File: config.mk
export PLATFORM = sky130hd
export DESIGN_NAME = i2c_alias_remap
export DESIGN_NICKNAME = d
export VERILOG_FILES = /design/src/rtl/i2c_remap_pkg.sv /design/src/rtl/remap_cfg_regs.sv /design/src/rtl/remap_alias_cam.sv /design/src/rtl/remap_decode.sv /design/src/rtl/i2c_alias_remap.sv
export SDC_FILE = /design/constraint.sdc
export NUM_CORES = 1
export LEC_CHECK = 0
export ABC_AREA = 1
export BUFFER_PORTS_ARGS = -buffer_cell sky130_fd_sc_hd__buf_2
export CORE_ASPECT_RATIO = 0.75
export CORE_UTILIZATION = 46
export CTS_CLUSTER_SIZE = 28
export DETAILED_ROUTE_END_ITERATION = 8
export SETUP_SLACK_MARGIN = 0.4
export SLEW_MARGIN = 5
export SYNTH_ARGS = -nofsm -noshare
export SYNTH_HDL_FRONTEND = slang
export SYNTH_HIERARCHICAL = 1
export SYNTH_SLANG_ARGS = --single-unit
export TNS_END_PERCENT = 50
File: constraint.sdc
create_clock -name clk -period 2.2 [get_ports clk]
set_input_delay 0.11 -clock clk [delete_from_list [all_inputs] [get_ports clk]]
set_output_delay 0.11 -clock clk [all_outputs]
set_load 0.03 [all_outputs]
File: src/rtl/i2c_remap_pkg.sv
package i2c_remap_pkg;
  typedef enum logic [1:0] {
    HIT_NONE   = 2'd0,
    HIT_LOCAL  = 2'd1,
    HIT_ALIAS  = 2'd2,
    HIT_REMOTE = 2'd3
  } hit_cls_e;

  // control byte bit positions
  localparam int CTRL_PASS_EN  = 0;
  localparam int CTRL_PASS_ALL = 1;
  localparam int CTRL_LOC_SEL  = 2;
endpackage

File: src/rtl/remap_cfg_regs.sv
module remap_cfg_regs
  import i2c_remap_pkg::*;
#(
  parameter int ADDR_W     = 7,
  parameter int NUM_ALIAS  = 8,
  parameter int CFG_AW     = 5,
  parameter int OFF_CTRL   = 0,
  parameter int OFF_LOCAL  = 1,
  parameter int OFF_RALIAS = 2,
  parameter int OFF_RID    = 3,
  parameter int ALIAS_BASE = 16,
  parameter int TGT_BASE   = 24,
  parameter logic [ADDR_W-1:0] LOCAL_DEF = 7'h60
) (
  input  logic                               clk,
  input  logic                               rst,
  input  logic                               we,
  input  logic [CFG_AW-1:0]                  waddr,
  input  logic [ADDR_W:0]                    wdata,
  input  logic                               link_lock,
  input  logic [ADDR_W-1:0]                  link_id,
  output logic                               pass_en,
  output logic                               pass_all,
  output logic                               loc_sel,
  output logic [ADDR_W-1:0]                  local_reg,
  output logic [ADDR_W-1:0]                  ralias,
  output logic [ADDR_W-1:0]                  rid,
  output logic [NUM_ALIAS-1:0][ADDR_W-1:0]   alias_tbl,
  output logic [NUM_ALIAS-1:0][ADDR_W-1:0]   tgt_tbl
);
  logic freeze;
  logic wr_ctrl, wr_local, wr_ralias, wr_rid;

  assign wr_ctrl   = we && (waddr == CFG_AW'(OFF_CTRL));
  assign wr_local  = we && (waddr == CFG_AW'(OFF_LOCAL));
  assign wr_ralias = we && (waddr == CFG_AW'(OFF_RALIAS));
  assign wr_rid    = we && (waddr == CFG_AW'(OFF_RID));

  always_ff @(posedge clk) begin
    if (rst) begin
      pass_en  <= 1'b1;
      pass_all <= 1'b0;
      loc_sel  <= 1'b0;
    end else if (wr_ctrl) begin
      pass_en  <= wdata[CTRL_PASS_EN];
      pass_all <= wdata[CTRL_PASS_ALL];
      loc_sel  <= wdata[CTRL_LOC_SEL];
    end
  end

  always_ff @(posedge clk) begin
    if (rst)           local_reg <= LOCAL_DEF;
    else if (wr_local) local_reg <= wdata[ADDR_W:1];
  end

  always_ff @(posedge clk) begin
    if (rst)            ralias <= '0;
    else if (wr_ralias) ralias <= wdata[ADDR_W:1];
  end

  // remote ID: software write first, then link learning unless frozen
  always_ff @(posedge clk) begin
    if (rst) begin
      rid    <= '0;
      freeze <= 1'b0;
    end else if (wr_rid) begin
      rid    <= wdata[ADDR_W:1];
      freeze <= wdata[0];
    end else if (link_lock && !freeze) begin
      rid    <= link_id;
    end
  end

  generate
    for (genvar g = 0; g < NUM_ALIAS; g++) begin : g_entry
      always_ff @(posedge clk) begin
        if (rst)
          alias_tbl[g] <= '0;
        else if (we && (waddr == CFG_AW'(ALIAS_BASE + g)))
          alias_tbl[g] <= wdata[ADDR_W:1];
      end
      always_ff @(posedge clk) begin
        if (rst)
          tgt_tbl[g] <= '0;
        else if (we && (waddr == CFG_AW'(TGT_BASE + g)))
          tgt_tbl[g] <= wdata[ADDR_W:1];
      end
    end
  endgenerate


  freeze_hold_chk: assert property (@(posedge clk) disable iff (rst)
    (freeze && !wr_rid) |=> $stable(rid));


  link_load_chk: assert property (@(posedge clk) disable iff (rst)
    (link_lock && !freeze && !wr_rid) |=> (rid == $past(link_id)));
endmodule

File: src/rtl/remap_alias_cam.sv
module remap_alias_cam #(
  parameter int ADDR_W    = 7,
  parameter int NUM_ALIAS = 8,
  parameter int IDX_W     = 3
) (
  input  logic [ADDR_W-1:0]                addr,
  input  logic [NUM_ALIAS-1:0][ADDR_W-1:0] alias_tbl,
  input  logic [NUM_ALIAS-1:0][ADDR_W-1:0] tgt_tbl,
  output logic                             hit,
  output logic [IDX_W-1:0]                 idx,
  output logic [ADDR_W-1:0]                tgt
);
  logic [NUM_ALIAS-1:0] match;

  generate
    for (genvar g = 0; g < NUM_ALIAS; g++) begin : g_cmp
      // a cleared entry is disabled
      assign match[g] = (alias_tbl[g] != '0) && (alias_tbl[g] == addr);
    end
  endgenerate

  // descending scan: the last assignment is the lowest matching entry
  always_comb begin
    idx = '0;
    for (int i = NUM_ALIAS - 1; i >= 0; i--) begin
      if (match[i]) idx = IDX_W'(i);
    end
  end

  assign hit = |match;
  assign tgt = tgt_tbl[idx];
endmodule

File: src/rtl/remap_decode.sv
module remap_decode
  import i2c_remap_pkg::*;
#(
  parameter int ADDR_W = 7,
  parameter int IDX_W  = 3
) (
  input  logic              clk,
  input  logic              rst,
  input  logic              start,
  input  logic              addr_vld,
  input  logic [ADDR_W-1:0] addr,
  input  logic [ADDR_W-1:0] strap_addr,
  input  logic              pass_en,
  input  logic              pass_all,
  input  logic              loc_sel,
  input  logic [ADDR_W-1:0] local_reg,
  input  logic [ADDR_W-1:0] ralias,
  input  logic [ADDR_W-1:0] rid,
  input  logic              cam_hit,
  input  logic [IDX_W-1:0]  cam_idx,
  input  logic [ADDR_W-1:0] cam_tgt,
  output logic [1:0]        cls_q,
  output logic [ADDR_W-1:0] remap_q,
  output logic [IDX_W-1:0]  idx_q,
  output logic              fwd_q
);
  hit_cls_e          cls_d;
  logic [ADDR_W-1:0] remap_d;
  logic [IDX_W-1:0]  idx_d;
  logic [ADDR_W-1:0] local_addr;
  logic              remote_ok, remote_hit, armed, take;

  assign local_addr = loc_sel ? local_reg : strap_addr;
  assign remote_ok  = pass_en && (rid != '0);
  assign remote_hit = remote_ok &&
                      (pass_all || ((ralias != '0) && (addr == ralias)));

  // priority: local, alias table, remote alias / pass-all
  always_comb begin
    cls_d   = HIT_NONE;
    remap_d = '0;
    idx_d   = '0;
    if (addr == local_addr) begin
      cls_d = HIT_LOCAL;
    end else if (pass_en && cam_hit) begin
      cls_d   = HIT_ALIAS;
      remap_d = cam_tgt;
      idx_d   = cam_idx;
    end else if (remote_hit) begin
      cls_d   = HIT_REMOTE;
      remap_d = rid;
    end
  end

  assign take = addr_vld && armed;

  always_ff @(posedge clk) begin
    if (rst) begin
      armed <= 1'b0;
    end else if (start) begin
      armed <= 1'b1;
    end else if (addr_vld) begin
      armed <= 1'b0;
    end
  end

  always_ff @(posedge clk) begin
    if (rst) begin
      cls_q   <= HIT_NONE;
      remap_q <= '0;
      idx_q   <= '0;
      fwd_q   <= 1'b0;
    end else if (take) begin
      cls_q   <= cls_d;
      remap_q <= remap_d;
      idx_q   <= idx_d;
      fwd_q   <= (cls_d == HIT_ALIAS) || (cls_d == HIT_REMOTE);
    end else if (start) begin
      cls_q   <= HIT_NONE;
      remap_q <= '0;
      idx_q   <= '0;
      fwd_q   <= 1'b0;
    end
  end


  start_clear_chk: assert property (@(posedge clk) disable iff (rst)
    (start && !take) |=> (cls_q == HIT_NONE && !fwd_q && remap_q == '0));


  hold_chk: assert property (@(posedge clk) disable iff (rst)
    (!start && !take) |=> ($stable(cls_q) && $stable(remap_q) && $stable(fwd_q)));


  local_nofwd_chk: assert property (@(posedge clk) disable iff (rst)
    (cls_q == HIT_LOCAL) |-> (!fwd_q && remap_q == '0));


  remote_nz_chk: assert property (@(posedge clk) disable iff (rst)
    (cls_q == HIT_REMOTE) |-> (fwd_q && remap_q != '0));


  pass_off_chk: assert property (@(posedge clk) disable iff (rst)
    (take && !pass_en) |=> !fwd_q);
endmodule

File: src/rtl/i2c_alias_remap.sv
module i2c_alias_remap
  import i2c_remap_pkg::*;
#(
  parameter int ADDR_W    = 7,
  parameter int NUM_ALIAS = 8,
  parameter int CFG_AW    = 5,
  parameter int IDX_W     = (NUM_ALIAS > 1) ? $clog2(NUM_ALIAS) : 1
) (
  input  logic              clk,
  input  logic              rst,
  input  logic              cfg_we_i,
  input  logic [CFG_AW-1:0] cfg_addr_i,
  input  logic [ADDR_W:0]   cfg_wdata_i,
  input  logic              link_lock_i,
  input  logic [ADDR_W-1:0] link_id_i,
  input  logic [ADDR_W-1:0] strap_addr_i,
  input  logic              start_i,
  input  logic              addr_vld_i,
  input  logic [ADDR_W-1:0] addr_i,
  output logic [1:0]        hit_cls_o,
  output logic [ADDR_W-1:0] remap_o,
  output logic [IDX_W-1:0]  alias_idx_o,
  output logic              fwd_o
);
  localparam int ALIAS_BASE = 2 ** (CFG_AW - 1);
  localparam int TGT_BASE   = ALIAS_BASE + ALIAS_BASE / 2;

  logic                             pass_en, pass_all, loc_sel;
  logic [ADDR_W-1:0]                local_reg, ralias, rid;
  logic [NUM_ALIAS-1:0][ADDR_W-1:0] alias_tbl, tgt_tbl;
  logic                             cam_hit;
  logic [IDX_W-1:0]                 cam_idx;
  logic [ADDR_W-1:0]                cam_tgt;

  remap_cfg_regs #(
    .ADDR_W(ADDR_W), .NUM_ALIAS(NUM_ALIAS), .CFG_AW(CFG_AW),
    .ALIAS_BASE(ALIAS_BASE), .TGT_BASE(TGT_BASE)
  ) cfg_u (
    .clk(clk), .rst(rst), .we(cfg_we_i), .waddr(cfg_addr_i),
    .wdata(cfg_wdata_i), .link_lock(link_lock_i), .link_id(link_id_i),
    .pass_en(pass_en), .pass_all(pass_all), .loc_sel(loc_sel),
    .local_reg(local_reg), .ralias(ralias), .rid(rid),
    .alias_tbl(alias_tbl), .tgt_tbl(tgt_tbl)
  );

  remap_alias_cam #(
    .ADDR_W(ADDR_W), .NUM_ALIAS(NUM_ALIAS), .IDX_W(IDX_W)
  ) cam_u (
    .addr(addr_i), .alias_tbl(alias_tbl), .tgt_tbl(tgt_tbl),
    .hit(cam_hit), .idx(cam_idx), .tgt(cam_tgt)
  );

  remap_decode #(
    .ADDR_W(ADDR_W), .IDX_W(IDX_W)
  ) dec_u (
    .clk(clk), .rst(rst), .start(start_i), .addr_vld(addr_vld_i),
    .addr(addr_i), .strap_addr(strap_addr_i), .pass_en(pass_en),
    .pass_all(pass_all), .loc_sel(loc_sel), .local_reg(local_reg),
    .ralias(ralias), .rid(rid), .cam_hit(cam_hit), .cam_idx(cam_idx),
    .cam_tgt(cam_tgt), .cls_q(hit_cls_o), .remap_q(remap_o),
    .idx_q(alias_idx_o), .fwd_q(fwd_o)
  );


  alias_fwd_chk: assert property (@(posedge clk) disable iff (rst)
    (hit_cls_o == HIT_ALIAS) |-> fwd_o);
endmodule

==> results of run 1 <==
## synth_stat cells
cell type / n / area, um^2
buf_2: 15 / 75.1
buf_12: 1 / 20.0
inv_1: 158 / 593
nor2_1: 214 / 803
nand3b_1: 8 / 60.1
inv_6: 1 / 8.76
nor4_1: 9 / 56.3
a21oi_2: 1 / 8.76
dfxtp_1: 151 / 3020
a211oi_1: 1 / 7.51
nor4_2: 1 / 12.5
o21ai_1: 5 / 25.0
xnor2_1: 2 / 17.5
a31oi_1: 1 / 6.26
clkinv_1: 5 / 18.8
nand3_2: 13 / 130
nand4_1: 14 / 87.6
nor4b_1: 1 / 8.76
buf_6: 12 / 135
buf_1: 1 / 3.75
xor2_1: 34 / 298
nand2_1: 304 / 1140
nor3_1: 5 / 25.0
clkbuf_1: 31 / 116
a21oi_4: 1 / 16.3
o21ai_0: 76 / 380
o22ai_1: 1 / 6.26
inv_2: 9 / 33.8
nor2_4: 3 / 33.8
nand2_2: 18 / 113
nor2_2: 2 / 12.5
o211ai_1: 1 / 7.51
or2_2: 1 / 6.26
buf_8: 1 / 15.0
nor3_4: 1 / 16.3
a21oi_1: 59 / 295
nand3_1: 130 / 651
inv_4: 5 / 31.3
buf_4: 5 / 37.5
nor3_2: 2 / 20.0
## layout by cell type (no fill, tap or decap), types with 8 or more instances in the layout
cell,instances
nand2_1,287
nor2_1,212
inv_1,152
dfxtp_1,139
nand3_1,122
o21ai_0,75
a21oi_1,55
buf_2,52
buf_4,47
xor2_1,34
nand2_2,32
nand3_2,21
clkbuf_16,19
inv_2,15
nand4_1,14
dfxtp_2,9
nand3b_1,8
## logic make-up (layout without fill, tap and decap cells)
logic type | count (synthesis) | in the layout | share of synthesized area
XOR/XNOR | 36 | 36 | 0.0377
AND/OR/NAND/NOR | 726 | 726 | 0.380
flip-flops | 151 | 151 | 0.362
buffers and inverters | 244 | 322 | 0.130
AO/OA/AOI/OAI | 146 | 146 | 0.0901
## power breakdown
part | leakage, nW | switching (mW) | internal [mW]
Clock | 0.269 | 1.21 | 1.70
Combinational | 2.83 | 0.396 | 0.189
Sequential | 1.23 | 0.0279 | 2.77
## per-stage QoR
| stage | hold WS (ns) | worst slack [ns] |
|---|---|---|
| after floorplan | 0.179 | 0.254 |
| after global routing | 0.0840 | -0.285 |
| after detailed placement | 0.337 | -0.148 |
| final | 0.0797 | -0.0976 |
| after CTS | 0.0787 | -0.0183 |
| after global placement | 0.336 | -0.153 |
## worst max-delay path, cell delays in order, from the launching register on
cell and delay (ns):
dfxtp_4 0.36, buf_4 0.13, nor2_1 0.07, nand3_1 0.11, a21oi_2 0.18, nor2_1 0.06, nand2_1 0.07, nand2_2 0.05
nand2_2 0.06, nand2_2 0.06, nand2_2 0.07, nand2_4 0.09, nand2_8 0.14, clkbuf_16 0.17, nand2_1 0.06, nand3_1 0.06
nand2_1 0.05, nand2_1 0.06, nand2_1 0.06, nand2_1 0.07, nand2_1 0.06, nand2_1 0.07, a21oi_1 0.06
## what timing repair did
action / 4_1_cts / 5_1_grt
endpoints found under the setup margin: 13 / 13
endpoints found under the hold margin: 3 / 0
gates cloned: 1 / 2
pin swaps: 7 / 27
hold buffers: 3 / 0
buffers inserted: 1 / 2
resized for setup: 25 / 40
## path summary, 6_finish.rpt
check / endpoint / cells past startpoint / slack (ns)
max reg2reg: dec_u/remap_q[3]$_SDFFE_PP0P_ / 22 / -0.1
min: cfg_u/rid[5]$_SDFFE_PP0P_ / 7 / 0.08
min reg2reg: dec_u/cls_q[1]$_SDFFE_PP0P_ / 2 / 0.46
max: dec_u/remap_q[3]$_SDFFE_PP0P_ / 22 / -0.1
## cell type report
class | instances | area [um^2] | share of cell area
clock buffers | 21 | 450 | 0.0457
clock inverters | 11 | 126 | 0.0128
inverters | 178 | 686 | 0.0696
multi-input cells | 908 | 4410 | 0.448
flip-flops and latches | 151 | 3050 | 0.309
well taps | 242 | 303 | 0.0308
repair buffers | 112 | 826 | 0.0839
## routing by layer
metal / track usage / vias up / share of wire
li1: - / 4193 / -
met1: 0.389 / 3730 / 0.49
met2: 0.430 / 211 / 0.44
met3: 0.0429 / 42 / 0.050
met4: 0.0898 / 0 / 0.019
met5: 0 / - / 0
==> metrics.csv, run 1 <==
stage,metric,value,unit
timing,tightest_slew,0.720,ns
clock_network,numCtsBuffers,17,
global_route,grt_pass1_wl,39700,um
floorplan,row_count,42,
clock_network,cts_tree,built,
critical_path,cp.required,2.48,ns
critical_path,crit_type,reg -> reg,
floorplan,io_pins,53,
layout,diodes,0,
synthesis,avgSynthCellArea,6.41,um^2
global_route,grt_pass1_vias,7491,
status,status,"finished, violations left",
floorplan,start_util,0.472,
routing,antenna_left,0,
layout,stdcell_count,1623,
floorplan,core,0.0177,mm^2
clock_network,clk_path_buf_depth,2,
timing,hold_viol,0,
critical_path,worst_setup_path_end_kind,flip-flop,
timing,drv_slew,0,
timing,fin_crit_sh,1.04,
clock_network,clock_latency,0.43,ns
layout,syn_to_final_growth,17.8,%
layout,final_cell_area,0.00985,mm^2
timing,max_freq,435,MHz
placed_design,numPortBuffers,52,
hold_path,worstHoldStart,link_id_i[5],
timing,rsz0062_at_grt,true,
synthesis,synth_cell_types,40,
routing,postRouteWirelength,25000,um
floorplan,die_h,119,um
synthesis,yosysSeqAreaShare,0.362,
routing,post_drt_wl_per_cell,15.4,um
layout,nFillCells,1815,
timing,setup_viol,7,
critical_path,path_max_fanout,5,
global_route,grt_overflow,0,
timing,finalClockSkew,0.0111,ns
status,violations,setup timing,
critical_path,regToRegStartpoint,cfg_u/alias_tbl[49]$_SDFFE_PP0P_,
routing,drtPass1Iterations,5,
routing,via_per_inst,5.04,
layout,utilization,0.556,
job,maxCapViolCount,0,
synthesis,synth_nets,1343,
power_and_ir_drop,leakage,4.33,nW
hold_path,hp-class,in -> reg,
synthesis,yosys_warnings,6,
timing,fin_tns_setup,-0.433,ns
global_route,grt_max_degree,93,
critical_path,worstPathArrival,2.58,ns
clock_network,root_buffer,clkbuf_16,
layout,nNetsFinal,1408,
critical_path,crit_path_start,cfg_u/alias_tbl[49]$_SDFFE_PP0P_,
placed_design,hpwlAfterDp,16300,um
routing,vias,8176,
power_and_ir_drop,power_density,639,mW/mm^2
synthesis,synthCells,1303,
layout,drive_gt1_frac,0.180,
placed_design,placed_cell_area,0.00894,mm^2
clock_network,cts.sink_count,151,
placed_design,placedCellCount,1582,
routing,first_iter_violations,620,
timing,period_minus_slack,2.30,ns
critical_path,cp-start-kind,flip-flop,
synthesis,ys_ff_latch,151,
power_and_ir_drop,vdd_drop_max,0.322,mV
placed_design,gp_congestion,0.874,
clock_network,htreeDepth,4,
global_route,grtUsageTotal,0.277,
global_route,antenna_found_initial,0,
timing,worst_slack,-0.0976,ns
power_and_ir_drop,p_total,6.29,mW
synthesis,syn-cell-area,0.00836,mm^2
routing,drc,0,
timing,maxSlewHeadroom,0.520,
floorplan,dieArea,0.0187,mm^2
layout,largest_registers,"cfg_u/alias_tbl (56), cfg_u/tgt_tbl (56)",
clock_network,clkTransAtPathRegs,0.07,ns
floorplan,die_w,158,um
Note: power is estimated with default switching activity, not from simulation.
==> inputs of run 2 (changes only) <==
PLACE_DENSITY = 0.62   (was unset)
==> run 2 against run 1 <==
The run still ends with setup timing left; first-iteration DRC count is 17% higher; worst setup slack worse by 0.00064 ns; power about the same; largest cell class unchanged.
==> metrics.csv, run 2 (same netlist as run 1, synthesis figures left out) <==
stage,metric,value,unit,change
timing,finalClockSkew,0.0127,ns,+0.00167 ns
timing,hold_viol,0,,unchanged
layout,drive_gt1_frac,0.179,,-0.000335
clock_network,cts.sink_count,151,,unchanged
routing,drtPass1Iterations,5,,unchanged
clock_network,clkTransAtPathRegs,0.07,ns,about the same
floorplan,io_pins,53,,unchanged
floorplan,core,0.0177,mm^2,unchanged
timing,worst_slack,-0.0983,ns,-0.000638 ns
critical_path,cp.required,2.56,ns,+0.08 ns
power_and_ir_drop,leakage,4.30,nW,-0.68%
layout,nFillCells,1794,,-1.2%
layout,nNetsFinal,1405,,-0.21%
power_and_ir_drop,p_clk_frac,0.464,,about the same
placed_design,gp_congestion,0.868,,-0.66%
power_and_ir_drop,comb_power_share,0.092,,about the same
floorplan,die_w,158,um,unchanged
layout,syn_to_final_growth,17.3,%,
timing,max_freq,435,MHz,about the same
layout,diodes,0,,unchanged
critical_path,worstPathArrival,2.66,ns,+0.08 ns
placed_design,hpwlAfterDp,16200,um,-0.66%
layout,multiInputGateArea,0.00441,mm^2,unchanged
floorplan,start_util,0.472,,unchanged
clock_network,clock_latency,0.44,ns,about the same
layout,final_common_cell,nand2_1,,
placed_design,preCtsSetupSlack,-0.196,ns,-0.0471 ns
hold_path,hp-class,in -> reg,,
clock_network,cts_tree,built,,
clock_network,numCtsBuffers,17,,unchanged
power_and_ir_drop,power_switching_share,0.274,,+0.0142
status,violations,setup timing,,
global_route,antenna_found_initial,0,,unchanged
timing,maxSlewHeadroom,0.534,,+0.0140
global_route,grt_pass1_vias,7230,,-3.5%
critical_path,path_max_fanout,6,,+1
timing,fin_tns_setup,-0.502,ns,-0.0684 ns
global_route,grtUsageTotal,0.271,,-0.00601
routing,drc,0,,unchanged
clock_network,htreeDepth,4,,unchanged
routing,post_drt_wl_per_cell,15.2,um,-1.8%
power_and_ir_drop,p_sw,1.73,mW,+5.6%
floorplan,dieArea,0.0187,mm^2,unchanged
layout,mostFrequentLayoutCells,"nand2_1, nor2_1, inv_1",,
critical_path,rrSetupSlack,-0.1,ns,about the same
critical_path,worst_setup_path_end_kind,flip-flop,,
placed_design,placedCellCount,1577,,-0.32%
timing,fin_crit_sh,1.04,,about the same
power_and_ir_drop,p_total,6.30,mW,about the same
global_route,grt_overflow,0,,unchanged
status,status,"finished, violations left",,
layout,seq_area,0.00305,mm^2,about the same
placed_design,placed_cell_area,0.00890,mm^2,-0.42%
power_and_ir_drop,vdd_drop_max,0.399,mV,+24%
routing,first_iter_violations,723,,+17%
job,maxCapViolCount,0,,unchanged
timing,period_minus_slack,2.30,ns,+0.000638 ns
timing,tightest_slew,0.699,ns,-0.0210 ns
power_and_ir_drop,intPower,4.57,mW,-1.8%
layout,stdcell_count,1620,,-0.18%
global_route,grt_pass1_wl,38900,um,-1.8%
timing,rsz0062_at_grt,true,,
critical_path,cp-start-kind,flip-flop,,
layout,final_cell_area,0.00980,mm^2,-0.47%
timing,setup_viol,8,,+1
power_and_ir_drop,p_seq_frac,0.444,,about the same
routing,postRouteWirelength,24500,um,-2.0%
routing,via_per_inst,5.03,,-0.17%
critical_path,crit_type,reg -> reg,,
placed_design,numPortBuffers,52,,unchanged
clock_network,clk_path_buf_depth,2,,unchanged
global_route,grt_max_degree,93,,unchanged
clock_network,root_buffer,clkbuf_16,,
routing,vias,8147,,-0.35%
layout,largest_registers,"cfg_u/alias_tbl (56), cfg_u/tgt_tbl (56)",,
floorplan,row_count,42,,unchanged
power_and_ir_drop,power_density,643,mW/mm^2,+0.55%
floorplan,die_h,119,um,unchanged
routing,antenna_left,0,,unchanged
timing,drv_slew,0,,unchanged
-- run 2: final timing paths --
| check | from | end | cells after the start |
|---|---|---|---|
| setup / recovery | cfg_u/alias_tbl[15]$_SDFFE_PP0P_ | dec_u/remap_q[1]$_SDFFE_PP0P_ | 16 |
| hold / removal | cfg_addr_i[0] | cfg_u/ralias[0]$_SDFFE_PP0P_ | 4 |
| setup reg to reg | cfg_u/alias_tbl[15]$_SDFFE_PP0P_ | dec_u/remap_q[1]$_SDFFE_PP0P_ | 16 |
| hold reg to reg | dec_u/cls_q[1]$_SDFFE_PP0P_ | dec_u/cls_q[1]$_SDFFE_PP0P_ | 2 |
-- run 2: power by group through the flow --
stage,Clock (mW),Sequential (mW),Combinational [mW]
floorplan,0,2.85,0.374
global placement,0,2.86,0.556
detailed placement,0,2.86,0.557
CTS,2.95,2.80,0.568
global route,3.09,2.80,0.637
finish,2.92,2.80,0.580
-- run 2: layout make-up --
cell class	instances	share of cell area
clock buffer	18	0.0448
clock inverter	14	0.0143
inverter	178	0.0702
multi-input combinational	908	0.450
sequential	151	0.311
tap	242	0.0309
timing repair buffer	109	0.0788
-- run 2: metal layers --
metal / GRT usage / vias up / routed length, um
met1: 0.392 / 3710 / 12000
met5: 0 / - / 0
li1: - / 4195 / -
met3: 0.0447 / 19 / 1440
met2: 0.420 / 223 / 10900
met4: 0.0540 / 0 / 210
-- run 2: timing repair --
| action | CTS | global route |
|---|---|---|
| gates cloned | 1 | 0 |
| endpoints found under the hold margin | 3 | 0 |
| hold buffers | 3 | 0 |
| endpoints found under the setup margin | 13 | 13 |
| setup buffers | 4 | 3 |
| gates resized for setup | 29 | 37 |
| pin swaps | 10 | 40 |
-- run 2: worst max-delay path, cell delays in order (launching register included) --
cell and delay, ns:
dfxtp_2 0.33, xor2_1 0.13, nor4_1 0.36, nand3_2 0.18, nand2_2 0.13, inv_2 0.06
a21oi_4 0.16, buf_12 0.15, buf_8 0.13, nand3_2 0.06, nand2_1 0.06, nand2_1 0.06
nand2_1 0.07, nand2_1 0.06, nand2_1 0.07, nand2_1 0.06, a21oi_1 0.15
-- run 2: through the flow --
step / utilization / hold slack (ns)
floorplan: - / 0.179
global placement: 0.503 / 0.348
detailed placement: 0.503 / 0.354
CTS: 0.545 / 0.0715
global route: 0.553 / 0.0788
finish: 0.553 / 0.0776
